## src/rtl/blt_pkg.sv

```systemverilog
package blt_pkg;

    localparam int CW      = 8;              // coordinate field width
    localparam int DW      = 16;             // register width
    localparam int PIXW    = 8;              // pixel width
    localparam int AW      = 24;             // source address width
    localparam int NREG    = 8;
    localparam int RAW     = $clog2(NREG);
    localparam int YHI_W   = 5;              // flag bits feeding source Y
    localparam int PXW     = CW + 1;         // plane X width (512)
    localparam int SY0W    = CW + YHI_W + 1; // unsigned source Y base
    localparam int SXW     = PXW + 3;        // signed source X
    localparam int SYSW    = SY0W + 2;       // signed source Y
    localparam int FULLW   = SYSW + PXW + 1; // signed full address
    localparam int DYW     = CW + 2;         // signed destination Y

    localparam logic [RAW-1:0] REG_XS  = RAW'(0);
    localparam logic [RAW-1:0] REG_XE  = RAW'(1);
    localparam logic [RAW-1:0] REG_YS  = RAW'(2);
    localparam logic [RAW-1:0] REG_YE  = RAW'(3);
    localparam logic [RAW-1:0] REG_FLG = RAW'(4);
    localparam logic [RAW-1:0] REG_CTL = RAW'(6);

    localparam int F_DXUP  = 0;
    localparam int F_DYUP  = 1;
    localparam int F_DHALF = 2;
    localparam int F_FGB   = 3;
    localparam int F_PAGE  = 5;
    localparam int F_SXUP  = 8;
    localparam int F_SYUP  = 9;
    localparam int F_SHALF = 10;
    localparam int F_YHI_L = 11;
    localparam int C_Y13   = 8;
    localparam int C_GO    = 14;
    localparam int C_BG    = 15;

    localparam logic [SY0W-1:0] Y13_ADD = SY0W'(1 << 13);

    typedef enum logic [1:0] {
        PL_BG  = 2'd0,
        PL_FGA = 2'd1,
        PL_FGB = 2'd2
    } plane_e;

    typedef struct packed {
        logic [PXW-1:0]  sx0;
        logic [SY0W-1:0] sy0;
        logic            sx_up;
        logic            sy_up;
        logic [CW-1:0]   dx0;
        logic [CW-1:0]   dy0;
        logic            dx_up;
        logic            dy_up;
        logic            dhalf;
        logic [CW-1:0]   nx;     // column count minus one
        logic [CW-1:0]   ny;     // row count minus one
        logic            fill;
        plane_e          plane;
    } job_t;

    function automatic logic [CW-1:0] absd(input logic [CW-1:0] a, input logic [CW-1:0] b);
        return (a >= b) ? (a - b) : (b - a);
    endfunction

    function automatic job_t make_job(
        input logic [DW-1:0] xs, input logic [DW-1:0] xe,
        input logic [DW-1:0] ys, input logic [DW-1:0] ye,
        input logic [DW-1:0] flg, input logic [DW-1:0] ctl);
        job_t j;
        j.sx0   = {flg[F_SHALF], xs[DW-1:CW]};
        j.sy0   = {1'b0, flg[DW-1:F_YHI_L], ys[DW-1:CW]} + (ctl[C_Y13] ? Y13_ADD : '0);
        j.sx_up = flg[F_SXUP];
        j.sy_up = flg[F_SYUP];
        j.dx0   = xs[CW-1:0];
        j.dy0   = ys[CW-1:0];
        j.dx_up = flg[F_DXUP];
        j.dy_up = flg[F_DYUP];
        j.dhalf = flg[F_DHALF];
        j.nx    = absd(xe[CW-1:0], xs[CW-1:0]);
        j.ny    = absd(ye[CW-1:0], ys[CW-1:0]);
        j.fill  = (absd(xe[DW-1:CW], xs[DW-1:CW]) == CW'(1)) &&
                  (absd(ye[DW-1:CW], ys[DW-1:CW]) == CW'(1));
        j.plane = ctl[C_BG] ? PL_BG : (flg[F_FGB] ? PL_FGB : PL_FGA);
        return j;
    endfunction

endpackage

```

## src/rtl/blt_regs.sv

```systemverilog
module blt_regs
    import blt_pkg::*;
(
    input  logic           clk,
    input  logic           rst,
    input  logic           wr_en,
    input  logic [RAW-1:0] wr_addr,
    input  logic [DW-1:0]  wr_data,
    input  logic           busy,
    output logic           start,
    output job_t           job,
    output logic           page_swap,
    output logic           page_src
);

    logic [DW-1:0] regs [NREG];
    logic          wr_ok;
    logic          flip;

    assign wr_ok = wr_en && !busy;
    assign start = wr_ok && (wr_addr == REG_CTL) && wr_data[C_GO] && !regs[REG_CTL][C_GO];
    assign flip  = wr_ok && (wr_addr == REG_FLG) && (wr_data[F_PAGE] != regs[REG_FLG][F_PAGE]);

    generate
        for (genvar g = 0; g < NREG; g++) begin : g_reg
            always_ff @(posedge clk) begin
                if (rst)
                    regs[g] <= '0;
                else if (wr_ok && wr_addr == RAW'(g))
                    regs[g] <= wr_data;
            end
        end
    endgenerate

    always_ff @(posedge clk) begin
        if (rst) begin
            job       <= '0;
            page_swap <= 1'b0;
            page_src  <= 1'b0;
        end else begin
            if (start)
                job <= make_job(regs[REG_XS], regs[REG_XE], regs[REG_YS],
                                regs[REG_YE], regs[REG_FLG], wr_data);
            page_swap <= flip;
            if (flip)
                page_src <= !wr_data[F_PAGE];
        end
    end

    logic unused_regs;
    assign unused_regs = ^{regs[5], regs[7]};

endmodule

```

## src/rtl/blt_seq.sv

```systemverilog
module blt_seq
    import blt_pkg::*;
(
    input  logic          clk,
    input  logic          rst,
    input  logic          start,
    input  logic [CW-1:0] nx,
    input  logic [CW-1:0] ny,
    output logic          busy,
    output logic [CW-1:0] ix,
    output logic [CW-1:0] iy,
    output logic          irq
);

    typedef enum logic {S_IDLE, S_RUN} seq_e;
    seq_e state;

    assign busy = (state == S_RUN);

    always_ff @(posedge clk) begin
        if (rst) begin
            state <= S_IDLE;
            ix    <= '0;
            iy    <= '0;
            irq   <= 1'b0;
        end else begin
            irq <= 1'b0;
            case (state)
                S_IDLE: begin
                    if (start) begin
                        state <= S_RUN;
                        ix    <= '0;
                        iy    <= '0;
                    end
                end
                S_RUN: begin
                    if (iy == ny) begin
                        iy <= '0;
                        if (ix == nx) begin
                            state <= S_IDLE;
                            irq   <= 1'b1;
                        end else begin
                            ix <= ix + 1'b1;
                        end
                    end else begin
                        iy <= iy + 1'b1;
                    end
                end
                default: state <= S_IDLE;
            endcase
        end
    end

endmodule

```

## src/rtl/blt_addr.sv

```systemverilog
module blt_addr
    import blt_pkg::*;
(
    input  job_t           job,
    input  logic [CW-1:0]  ix,
    input  logic [CW-1:0]  iy,
    output logic [AW-1:0]  src_addr,
    output logic [PXW-1:0] dst_x,
    output logic [CW-1:0]  dst_y,
    output logic           visible
);

    logic        [CW-1:0]    sxi, syi;
    logic signed [SXW-1:0]   xx;
    logic signed [SYSW-1:0]  yy;
    logic signed [FULLW-1:0] full;
    logic        [CW-1:0]    x8;
    logic signed [DYW-1:0]   yd;

    always_comb begin
        sxi = job.fill ? '0 : ix;
        syi = job.fill ? '0 : iy;
        xx  = job.sx_up ? $signed({3'b0, job.sx0}) + $signed({4'b0, sxi})
                        : $signed({3'b0, job.sx0}) - $signed({4'b0, sxi});
        yy  = job.sy_up ? $signed({2'b0, job.sy0}) + $signed({(SYSW-CW)'(0), syi})
                        : $signed({2'b0, job.sy0}) - $signed({(SYSW-CW)'(0), syi});
        full = $signed({{(FULLW-SYSW-PXW){yy[SYSW-1]}}, yy, {PXW{1'b0}}})
             + $signed({{(FULLW-SXW){xx[SXW-1]}}, xx});
        src_addr = full[AW-1:0];

        x8    = job.dx_up ? job.dx0 + ix : job.dx0 - ix;
        dst_x = {job.dhalf, x8};
        yd    = job.dy_up ? $signed({2'b0, job.dy0}) + $signed({2'b0, iy})
                          : $signed({2'b0, job.dy0}) - $signed({2'b0, iy});
        dst_y = yd[CW-1:0];
        visible = (dst_x != '0) && !yd[DYW-1] && !yd[CW] && (yd[CW-1:0] != '0);
    end

endmodule

```

## src/rtl/blt_engine.sv

```systemverilog
module blt_engine
    import blt_pkg::*;
(
    input  logic            clk,
    input  logic            rst,
    input  logic            wr_en,
    input  logic [RAW-1:0]  wr_addr,
    input  logic [DW-1:0]   wr_data,
    output logic            src_rd,
    output logic [AW-1:0]   src_addr,
    input  logic [PIXW-1:0] src_data,
    output logic            fb_we,
    output logic [1:0]      fb_plane,
    output logic [PXW-1:0]  fb_x,
    output logic [CW-1:0]   fb_y,
    output logic [PIXW-1:0] fb_data,
    output logic            busy,
    output logic            irq,
    output logic            page_swap,
    output logic            page_src
);

    job_t          job;
    logic          start;
    logic [CW-1:0] ix, iy;
    logic          visible;

    blt_regs u_regs (
        .clk(clk), .rst(rst), .wr_en(wr_en), .wr_addr(wr_addr), .wr_data(wr_data),
        .busy(busy), .start(start), .job(job),
        .page_swap(page_swap), .page_src(page_src)
    );

    blt_seq u_seq (
        .clk(clk), .rst(rst), .start(start), .nx(job.nx), .ny(job.ny),
        .busy(busy), .ix(ix), .iy(iy), .irq(irq)
    );

    blt_addr u_addr (
        .job(job), .ix(ix), .iy(iy), .src_addr(src_addr),
        .dst_x(fb_x), .dst_y(fb_y), .visible(visible)
    );

    assign src_rd   = busy;
    assign fb_plane = job.plane;
    assign fb_data  = src_data;
    assign fb_we    = busy && visible && (job.fill || src_data != '0);

endmodule

```

## config.mk

```make
export PLATFORM = sky130hd
export DESIGN_NAME = blt_engine
export DESIGN_NICKNAME = d
export VERILOG_FILES = /design/src/rtl/blt_pkg.sv /design/src/rtl/blt_regs.sv /design/src/rtl/blt_seq.sv /design/src/rtl/blt_addr.sv /design/src/rtl/blt_engine.sv
export SDC_FILE = /design/constraint.sdc
export NUM_CORES = 1
export LEC_CHECK = 0
export ABC_AREA = 0
export CORE_UTILIZATION = 45
export CTS_CLUSTER_SIZE = 28
export DETAILED_ROUTE_END_ITERATION = 7
export DONT_BUFFER_PORTS = 1
export PLACE_DENSITY = 0.58
export SYNTH_ARGS = -nofsm -noshare
export SYNTH_HDL_FRONTEND = slang
export SYNTH_SLANG_ARGS = --single-unit
```

## constraint.sdc

```tcl
create_clock -name clk -period 9.7 [get_ports clk]
set_input_delay 0.97 -clock clk [delete_from_list [all_inputs] [get_ports clk]]
set_output_delay 0.97 -clock clk [all_outputs]
set_load 0.02 [all_outputs]
```

# == Word level (Yosys, flattened, before mapping) ==
# Memories as Yosys holds them, arrays and structs flattened.
# Cells that the tools add are included.
# word_totals
regBits,83
ram_bits,128
inputBits,30
output_inout_bits,57
word_cells,157
mem_count,1
# op_classes
add_sub_neg,20
n_lt_le_gt_ge,4
eq_ne,15
mux,58
bitwise,10
reduce_logical,30
# mem_list
memory,words,word_bits,read_ports,rd_clocked_by_memory_dff,wr,line_no,source
u_regs.regs,8,16,6,0,8,blt_regs.sv:16,logic [DW-1:0] regs [NREG];
# op_table
cell,n
$mux 16,8
$mux 8,11
$sub 8x8->8,9
$ge 8x8->1,4
$pmux 8 s2,2
$mux 1,30
$add 24x12->24,1
$logic_and 1x1->1,18
$add 8x1->8 const B,2
$eq 8x1->1 const B,2
$eq 8x8->1,2
$reduce_bool 8->1,2
$add 14x8->15,1
$mux 15,1
$sub 14x8->15,1
$add 13x14->14,1
$mux 14,1
$eq 3x3->1 const B,4
$mux 12,1
$add 9x8->10,1
$mux 10,1
$sub 9x8->10,1
$add 8x8->9,1
$reduce_bool 9->1,1
other kinds (15),31

# == Logic depth before layout (Yosys ltp) ==
# Gate-level depths: netlist of run 1.
# logic_depth
depth_word,8
depth_mapped,25
depth_no_buf,24

# == Modules after synthesis ==
# Synthesis of run 1 repeated with hierarchy kept, for this count alone.
# hier_totals
hier_cells,1481
area_unflattened_um2,12791.0
# by_module_without_submodules
module,instances,cells_each,area_each_um2,seq_area_each_um2
blt_regs,1,894,8310.5,3643.5
blt_addr,1,450,3306.9,0.0
blt_seq,1,123,1081.0,360.3
blt_engine,1,14,92.6,0.0

# == Worst setup path after synthesis of run 1 ==
# No wires, ideal clock.
# synth_path
path_kind,register to output
start,"register, netlist name u_regs.job[2]"
end,output src_addr[23]
arrival_time_ns,4.622
t_required_ns,8.730
setup_slack_ns,4.108
stages_incl_launch_ff,23
path_buffers,1
cell_sequence,dfxtp_1 clkbuf_1 nand2b_1 ha_1 nor2b_1 o21ai_1 nand2b_1 nand2_1 a21oi_1 o41ai_2 a31o_2 ha_1 inv_1 fa_1 inv_1 a21oi_1 o21bai_1 a21o_1 a31o_2 a41oi_1 a21oi_1 a31oi_1 xnor2_1
# synth_between
elab_chain_len,4
word_cells_on_any_way,9
cone_classes,add/sub: 5; mux: 4
# synth_rtl
element,line_no,source
"$mux 8, on equally long branches","blt_addr.sv:22, blt_addr.sv:21",
$sub 14x8->15 (tied with other cells),blt_addr.sv:26,": $signed({2'b0, job.sy0}) - $signed({(SYSW-CW)'(0), syi});"
$mux 15 or $mux 12 (tied branches),"blt_addr.sv:25, blt_addr.sv:23",
$add 24x12->24 *,blt_addr.sv:28,"+ $signed({{(FULLW-SXW){xx[SXW-1]}}, xx});"
to (decl),blt_engine.sv:10,"output logic [AW-1:0] src_addr,"
# Every way passes the cells marked *; elsewhere a longest branch is shown, timed or not.

# == Worst setup path in the final report of run 1 ==
# layout_path
start,"register, netlist name u_regs.job[2]"
end,output src_addr[23]
# layout_between
elab_chain_len,4
word_cells_on_any_way,9
cone_classes,add/sub: 5; mux: 4
# layout_rtl
element,line_no
"$mux 8, on equally long branches","blt_addr.sv:22, blt_addr.sv:21"
$sub 14x8->15 (tied with other cells),blt_addr.sv:26
$mux 15 or $mux 12 (tied branches),"blt_addr.sv:25, blt_addr.sv:23"
$add 24x12->24 *,blt_addr.sv:28
# Marked as above.

==> results of run 1 <==
## worst max-delay path by stage
| stage | from | endpoint | slack [ns] | cells past startpoint |
|---|---|---|---|---|
| floorplan | u_regs.job[2] | src_addr[23] | 4.11 | 22 |
| global placement | u_regs.job[2] | src_addr[23] | 4.05 | 23 |
| detailed placement | u_regs.job[2] | src_addr[23] | 4.00 | 23 |
| CTS | u_regs.job[2] | src_addr[23] | 3.53 | 23 |
| global route | u_regs.job[2] | src_addr[23] | 3.17 | 23 |
| finish | u_regs.job[2] | src_addr[23] | 3.51 | 23 |
## cell usage after synthesis, types with 6 or more instances
cell and instances:
xor2_1 33, o21bai_1 16, xnor2_1 63, o21ai_1 8, nor2_1 73, fa_1 15
clkbuf_1 45, mux2i_1 18, a31oi_1 12, nor4_1 10, a211oi_1 6, a21o_1 26
and2_1 80, a31o_2 7, a21oi_1 126, or3_1 10, o21ai_0 46, o21a_1 15
and3_1 11, ha_1 134, mux2_2 8, edfxtp_1 78, nor2b_1 20, inv_1 129
o31ai_1 7, buf_4 12, nand3b_1 12, nand2_1 143, nand3_1 14, nand4_1 10
nor3b_1 13, nand2b_1 23, nor3_1 34, dfxtp_1 83
## state kept, by name, summed over array words and instances, names as in the netlist
register and count:
u_regs.job 63, u_regs.page_src 1, u_regs.page_swap 1, u_regs.regs 78, u_seq.busy 1, u_seq.irq 1, u_seq.ix 8, u_seq.iy 8
## area by class of cell
cell class | instances | share of cell area, %
Clock buffer | 19 | 3.37
Tap cell | 341 | 3.25
Sequential cell | 161 | 30.5
Multi-Input combinational cell | 1062 | 57.6
Timing Repair Buffer | 6 | 0.343
Inverter | 129 | 3.68
Clock inverter | 13 | 1.31
## layer usage
metal | GRT usage [%] | wire length (microns)
met3 | 4.54 | 1720
met2 | 35.7 | 13700
met1 | 30.8 | 14800
met5 | 0 | 0
met4 | 4.23 | 231
## kinds of logic (layout without fill, tap and decap cells)
| family | count (synthesis) | count (layout) | share of synthesized area (%) |
|---|---|---|---|
| DFF | 161 | 161 | 32.4 |
| AOI/OAI and AO/OA | 317 | 317 | 16.3 |
| xor gates and xnor gates | 96 | 96 | 6.80 |
| adders and majority gates | 149 | 149 | 16.0 |
| muxes | 29 | 29 | 2.49 |
| and+or+nand+nor | 471 | 471 | 19.5 |
| buffers and inverters | 196 | 167 | 6.53 |
## worst max-delay path, stage by stage (launching register included)
cell and delay, ns:
dfxtp_1 0.78, nand2b_1 0.27, ha_1 0.26, nand2b_1 0.14
a21oi_1 0.20, o21bai_1 0.09, a21oi_1 0.16, nor2_1 0.07
o21bai_1 0.15, a21oi_1 0.11, o21bai_1 0.13, a31o_2 0.16
ha_1 0.18, inv_1 0.06, fa_1 0.41, inv_1 0.07
a21oi_1 0.06, o21bai_1 0.20, a21o_1 0.17, a31o_2 0.18
a41oi_1 0.14, a21oi_1 0.26, a31oi_1 0.14, xnor2_1 0.41
## power by group
group          total (mW)  switching [mW]  internal [mW]
clock               0.715           0.299          0.417
combinational       0.185           0.110         0.0759
sequential          0.743          0.0147          0.729
## cells in the final DEF (no fill, tap or decap), drive strengths merged, types with 11 or more instances in the layout
| cell | n |
|---|---|
| nand2 | 143 |
| ha | 134 |
| inv | 133 |
| a21oi | 129 |
| dfxtp | 83 |
| and2 | 80 |
| edfxtp | 78 |
| nor2 | 73 |
| xnor2 | 63 |
| o21ai | 54 |
| nor3 | 35 |
| xor2 | 33 |
| a21o | 26 |
| nand2b | 23 |
| nor2b | 20 |
| clkbuf | 19 |
| mux2i | 18 |
| o21bai | 16 |
| o21a | 15 |
| fa | 15 |
| nand3 | 14 |
| nor3b | 13 |
| a31oi | 13 |
| nand3b | 12 |
| and3 | 11 |
| mux2 | 11 |
==> metrics, run 1 <==
leakage power=5.66 nW; worst min-delay path class=reg2reg; RSZ-0062 raised after global routing=false; top cell type by total area after synthesis=edfxtp_1; FF-to-FF End=u_regs.job[2]; Final setup viols=0; area of the multi-input gates=7570 sq um; Syn. warnings=0; Post-Layout Cell Count=1731; Placed Cells=1699; r2r startpoint=u_regs.regs[0][8]; min Tclk post-route=6.19 ns; CP arrival=5.22 ns; worst path required time=8.73 ns; antenna violations before repair=1; Tcrit/Tclk final=63.8%; Clock Latency Late Sink=0.43 ns; Post-CTS Resized=0; Slew headroom=24.5%; Slew Limit Fails=0; Primary FF master, synth=dfxtp_1; WS Path Type=reg2out; worst hold path endpoint=u_regs.job[30]; Storage cell area=4000 sq um; pre-CTS WS=4.00 ns; pin count of the biggest net entering global routing=99; max_cap viols=0; DR iter-0 viols=515; Async S/R FF share, synth=0%; core area=27000 sq um; Die Wd=168 microns; Seq/Total Area, Yosys=32.4%; Syn Inst Count=1419; clk sinks=161; CTS Hold Buffers Added=0; ANT cells=0; CTS Buf Count=17; drc violations=0; Max Fclk=162 MHz; Die Footprint=28100 sq um; Seq cells post-synth=161; synthesized cell area=12400 sq um; Final ANT Viol Nets=0; Initial Util=45.9%; unique cell type count in the Yosys netlist=76; EDFF count, synth=78; Port-buffer cells=0; setup_tns=0 ns; setup ws final=3.51 ns; GPL Wtd Cong=0.891; cell area after layout=13100 sq um; Syn Nets=1598; GRT Overall Usage=22.2%; Hold Startpoint=u_regs.job[30]; synth top area cells=edfxtp_1 (19%), ha_1 (14%), dfxtp_1 (13%), a21oi_1 (5.1%), xnor2_1 (4.5%); CTS clk-pin slew, worst paths=0.07 ns; status=finished clean; Clock Path Buffers=2; CTS tree=yes; clock skew=0.0130 ns; Layout area overhead=6.32%; CP Capture Type=output pin; Setup crit start kind=register; Core Rows=60; GR Overflow Total=0; # IOs=87; measured slew at the worst slew-check pin=1.13 ns; Final Hold Fails=0; DP HPWL=23000 microns; Final Hold Slack=0.461 ns; r2r setup slk=6.21 ns; Routed WL=30400 microns; share of cells above drive strength 1=5.25%; vias in the first global route=9124; nets@finish=1556; top cell type's share of synthesized area=18.9%; first-pass GRT wire length=48600 microns; synthesized area per cell=8.71 sq um; Tot Pwr=1.64 mW; chip height=168 microns; R2R depth=11; total via count in the routed design=9523; first-pass iteration count of the detailed router=5; Final Core Density=48.8%; Pwr Density=125 nW/um^2; H-tree levels=4; placed cell areas=12500 sq um; Post-CTS Setup Bufs=0; vias per inst=5.50; CTS root buffer=clkbuf_16; routed len/inst=17.6 microns; Hold Crit Depth=2; Fill cells=2628; CP Max Fanout=23; worst vdd ir=120 uV
Power figures use the tool's default switching activity.
==> run 2: changes to the inputs <==
Settings changed: PLACE_DENSITY 0.58 to 0.6.
Clock period 9.7 ns to 5.4 ns, I/O delays scaled along.
==> run 2 against run 1 <==
Net effect: cell count grew 0.75%; non-clock buffer count grew 13; first-iteration DRC count grew 40%; critical path type unchanged; highest routed layer unchanged.
==> metrics, run 2 (synthesized netlist as in run 1, its figures left out) <==
Tcrit/Tclk final=94.1%; Final Hold Fails=0; clock skew=0.0140 ns; core area=27000 sq um; DR iter-0 viols=720; # IOs=87; nets@finish=1569; crit path from=u_regs.job[2]; max reg flops=78; Port-buffer cells=0; clk sinks=161; DP HPWL=23500 microns; r2r startpoint=u_regs.regs[0][8]; Routed WL=30700 microns; pin count of the biggest net entering global routing=99; largest register by flop count=u_regs.regs; Slew Limit Fails=0; worst path required time=4.86 ns; GRT Overall Usage=22.0%; CP Max Fanout=14; status=finished clean; worst vdd ir=168 uV; routed len/inst=17.6 microns; Die Wd=168 microns; min Tclk post-route=5.08 ns; Final ANT Viol Nets=0; total via count in the routed design=9649; CTS root buffer=clkbuf_16; most frequent cells in the layout=nand2_1 (143), ha_1 (133), inv_1 (129); setup ws final=0.317 ns; H-tree levels=4; leakage power=5.72 nW; worst min-delay path class=in2reg; Final Core Density=49.2%; Final Hold Slack=0.200 ns; Die Footprint=28100 sq um; measured slew at the worst slew-check pin=1.15 ns; Max Fclk=197 MHz; Setup crit start kind=register; CTS tree=yes; CTS Buf Count=17; GPL Wtd Cong=0.885; vias in the first global route=9203; Core Rows=60; Tot Pwr=2.85 mW; drc violations=0; WS Path Type=reg2out; Top Registers=u_regs.regs x78, u_regs.job x63; Hold Startpoint=rst; CP arrival=4.54 ns; Final setup viols=0; antenna violations before repair=0; ANT cells=0; Fill cells=2598; Layout area overhead=7.16%; Clock Latency Late Sink=0.44 ns; CTS Hold Buffers Added=0; CTS clk-pin slew, worst paths=0.07 ns; Slew headroom=22.8%; chip height=168 microns; pre-CTS WS=0.526 ns; max_cap viols=0; GR Overflow Total=0; first-pass GRT wire length=48500 microns; Clock Path Buffers=2; Initial Util=45.9%; leading cell type in the layout, fill and taps excluded=nand2_1; Pwr Density=215 nW/um^2; vias per inst=5.53; CP Capture Type=output pin; share of cells above drive strength 1=6.99%; first-pass iteration count of the detailed router=5
[run 2: changes by cell type in the layout (fill, tap and decap cells not counted), moves of 3 or more]
cell / previous run / this run
dfxtp_1: 83 / 78
a21oi_2: 3 / 6
bufinv_16: 3 / 0
a21oi_1: 126 / 123
buf_4: 6 / 19
dfxtp_2: 0 / 4
[run 2: cell type report]
cell class	count	area [sq um]	share of cell area [%]
repair buffers	19	143	1.08
clock inverters	11	93.8	0.708
inverters	129	484	3.65
clock buffers	21	472	3.56
well taps	341	427	3.22
flip-flops and latches	161	4010	30.3
multi-input cells	1062	7620	57.5
[run 2: stage by stage]
step | std cells | TNS, ns | area (sq um)
after detailed placement | 1708 | 0 | 12600
after CTS | 1740 | 0 | 13200
after global routing | 1744 | -0.0441 | 13300
after floorplan | 1419 | 0 | 12400
after global placement | 1708 | 0 | 12600
final | 1744 | 0 | 13300
[run 2: timing repair]
action,in CTS,in global routing
resized for setup,0,14
endpoints found under the setup margin,0,4
setup buffers,0,4
[run 2: metal layers]
| layer | share of wire, % | wire length [microns] | global-route usage [%] | up-vias |
|---|---|---|---|---|
| met3 | 5.0 | 1530 | 3.93 | 27 |
| li1 | - | - | - | 4831 |
| met1 | 48 | 14900 | 30.4 | 4552 |
| met2 | 45 | 13800 | 35.1 | 239 |
| met5 | 0 | 0 | 0 | - |
| met4 | 1.4 | 428 | 5.86 | 0 |
[run 2: final timing paths]
kind,to,slack [ns],cells past startpoint
worst min register to register,u_regs.job[32],0.46,2
worst max-delay path,src_addr[23],0.32,20
worst max register to register,u_regs.job[2],1.74,11
worst min-delay path,u_regs.job[42],0.20,1
[run 2: power breakdown]
group	switching, mW	internal (mW)	total (mW)
Combinational	0.199	0.138	0.338
Sequential	0.0261	1.31	1.33
Clock	0.537	0.640	1.18
[run 2: critical path: stages, from the launching register on]
cell and delay [ns]:
dfxtp_2 0.36, buf_4 0.19, nand2b_1 0.17, ha_1 0.29
mux2_2 0.27, ha_1 0.28, a21o_1 0.16, a21o_1 0.20
a21oi_2 0.16, o21ai_1 0.11, nand2_1 0.07, a21oi_1 0.08
o41ai_2 0.44, xnor2_1 0.12, ha_2 0.20, or3_1 0.34
o21ai_0 0.11, a21oi_2 0.07, a31oi_1 0.18, xnor2_1 0.14
buf_4 0.15
==> run 3: changes to the inputs <==
Settings changed: SYNTH_HIERARCHICAL from default to 1.
==> run 3 against run 2 <==
Net effect: sequential power about the same; flip-flop and latch count unchanged; synthesized area rose by 3.4%; design area is 3.5% higher; clock-buffer cell count is 2 lower; global-route usage up 0.83 points; setup slack lost 0.048 ns; synthesized cell count rose by 4.4%; clock power rose by 8%; total power increased by 3.4%.
==> metrics, run 3 <==
DR iter-0 viols=800; Core Rows=61; min Tclk post-route=5.13 ns; part of the power in registers=45.3%; max_cap viols=0; Clock Latency Late Sink=0.43 ns; DP HPWL=25100 microns; CTS clk-pin slew, worst paths=0.07 ns; CTS tree=yes; Async S/R FF share, synth=0%; Final Hold Fails=0; Die Footprint=29100 sq um; worst vdd ir=215 uV; Top Registers=u_regs/regs x78, u_regs/job x63; nets@finish=1625; # IOs=87; CP Max Fanout=4; RSZ-0062 raised after global routing=false; worst min-delay path class=in2reg; CTS Hold Buffers Added=0; CTS Buf Count=17; cell with the most instances after synthesis=ha_1; Pwr Density=215 nW/um^2; core area=27900 sq um; clk sinks=161; Final ANT Viol Nets=0; Final setup viols=0; synthesized area per cell=8.64 sq um; ANT cells=0; GRT Overall Usage=22.8%; EDFF count, synth=78; Max Fclk=195 MHz; GPL Wtd Cong=0.909; status=finished clean; drc violations=0; chip height=171 microns; Switch Pwr=0.753 mW; first-pass GRT wire length=52100 microns; top cell type by total area after synthesis=edfxtp_1; measured slew at the worst slew-check pin=1.09 ns; synthesized cell area=12800 sq um; top cell type's share of synthesized area=18.3%; Clk pwr share=43.1%; Port-buffer cells=0; area of the multi-input gates=8010 sq um; GR Overflow Total=0; Seq cells post-synth=161; Slew Limit Fails=0; setup_tns=0 ns; share of cells above drive strength 1=6.44%; Tcrit/Tclk final=95.0%; top post-synthesis cells by count=ha_1 (134), nand2_1 (131), inv_1 (130); Primary FF master, synth=dfxtp_1; Initial Util=45.9%; H-tree levels=4; P_int=2.19 mW; Clock Path Buffers=2; WS Path Type=reg2out; Sw Ratio=25.6%; CTS root buffer=clkbuf_16; largest register by flop count=u_regs/regs; clock skew=0.0165 ns; worst path required time=4.86 ns; Routed WL=32600 microns; synth top area cells=edfxtp_1 (18%), ha_1 (13%), dfxtp_1 (13%), a21oi_1 (4.9%), and2_1 (4.1%); CP Capture Type=output pin; Logic pwr share=11.7%; vias in the first global route=9781; leading cell type in the layout, fill and taps excluded=ha_1; Die Wd=171 microns; Slew headroom=26.8%; Fill cells=2708; Seq/Total Area, Yosys=31.3%; unique cell type count in the Yosys netlist=84; Syn Nets=1660; Setup crit start kind=register; routed len/inst=17.7 microns; vias per inst=5.64; total via count in the routed design=10.4k; max reg flops=78; Storage cell area=4010 sq um; Syn. warnings=6; most frequent cells in the layout=ha_1 (134), nand2_1 (131), inv_1 (129); Syn Inst Count=1481; pin count of the biggest net entering global routing=107; CP arrival=4.59 ns; Final Hold Slack=0.207 ns; antenna violations before repair=0; first-pass iteration count of the detailed router=5; leakage power=5.91 nW; Layout area overhead=7.28%
-- run 3: cell count changes after synthesis, moves of 7 or more --
| cell | previous run | this run |
|---|---|---|
| a311oi_1 | 2 | 11 |
| a221oi_1 | 1 | 8 |
| o21ai_1 | 8 | 19 |
| a31oi_1 | 12 | 22 |
| xnor2_1 | 63 | 44 |
| nand3_1 | 14 | 24 |
| a211oi_1 | 6 | 14 |
| nand2b_1 | 23 | 37 |
| nand2_1 | 143 | 131 |
-- run 3: logic make-up (layout without fill, tap and decap cells) --
group                    Yosys count  after routing  share of synthesized area [%]
AO/OA/AOI/OAI                    369            369                           18.7
multiplexers                      25             25                           2.05
adder cells (fa/ha/maj)          149            149                           15.5
flip-flops                       161            161                           31.3
buffers and inverters            202            180                           6.41
XOR/XNOR                          82             82                           5.72
AND/OR/NAND/NOR                  493            493                           20.3
-- run 3: through the flow --
stage,power (mW),setup slack (ns),instances,util [%],instance area [sq um]
2_1_floorplan,1.64,0.532,1481,-,12800
3_3_place_gp,1.70,0.505,1804,46.9,13100
3_5_place_dp,1.70,0.433,1804,46.9,13100
4_1_cts,2.97,0.105,1836,49.1,13700
5_1_grt,3.06,0.0425,1837,49.3,13700
6_report,2.95,0.269,1837,49.3,13700
-- run 3: repair_timing --
action / in CTS / in global routing
gates resized for setup: 1 / 7
pin swaps: 1 / 6
gates cloned: 0 / 0
setup endpoints to repair: 1 / 2
setup buffers: 0 / 1
-- run 3: path summary, 6_finish.rpt --
check,to,cells past startpoint,startpoint,slack (ns)
setup / recovery,src_addr[23],18,u_seq/iy[1],0.27
hold / removal,u_regs/job[26],1,rst,0.21
setup reg to reg,u_regs/job[17],8,u_regs/regs[0][2],2.39
hold reg to reg,u_regs/job[12],2,u_regs/job[12],0.47
-- run 3: cell type report --
type                            instances  area share [%]
Multi-Input combinational cell       1118            58.4
Clock inverter                         13            1.27
Inverter                              132            3.61
Timing Repair Buffer                   16           0.875
Sequential cell                       161            29.2
Tap cell                              378            3.45
Clock buffer                           19            3.23
-- run 3: critical path, stage by stage (launching register included) --
cell and delay (ns):
dfxtp_1 0.34, inv_2 0.07, nor2_2 0.09, inv_1 0.05
ha_1 0.26, mux2_2 0.27, ha_1 0.28, a21o_1 0.18
a21o_1 0.20, a2111o_1 0.42, a21oi_2 0.16, xnor2_1 0.13
ha_1 0.30, a21o_1 0.18, a221oi_2 0.30, a21bo_1 0.17
a21oi_1 0.09, o31ai_1 0.30, xnor3_2 0.37
-- run 3: layer usage --
metal | vias up | global-route usage, % | wire length (microns)
met5 | - | 0 | 0
met4 | 0 | 4.82 | 323
met3 | 19 | 3.56 | 1620
met2 | 263 | 36.0 | 14300
met1 | 4933 | 32.6 | 16300
li1 | 5148 | - | -
-- run 3: power groups by stage --
stage	clock network [mW]	logic (mW)	registers (mW)
final	1.27	0.343	1.33
after floorplan	0	0.285	1.35
after global routing	1.34	0.379	1.34
after detailed placement	0	0.336	1.36
after global placement	0	0.335	1.36
after CTS	1.29	0.340	1.33
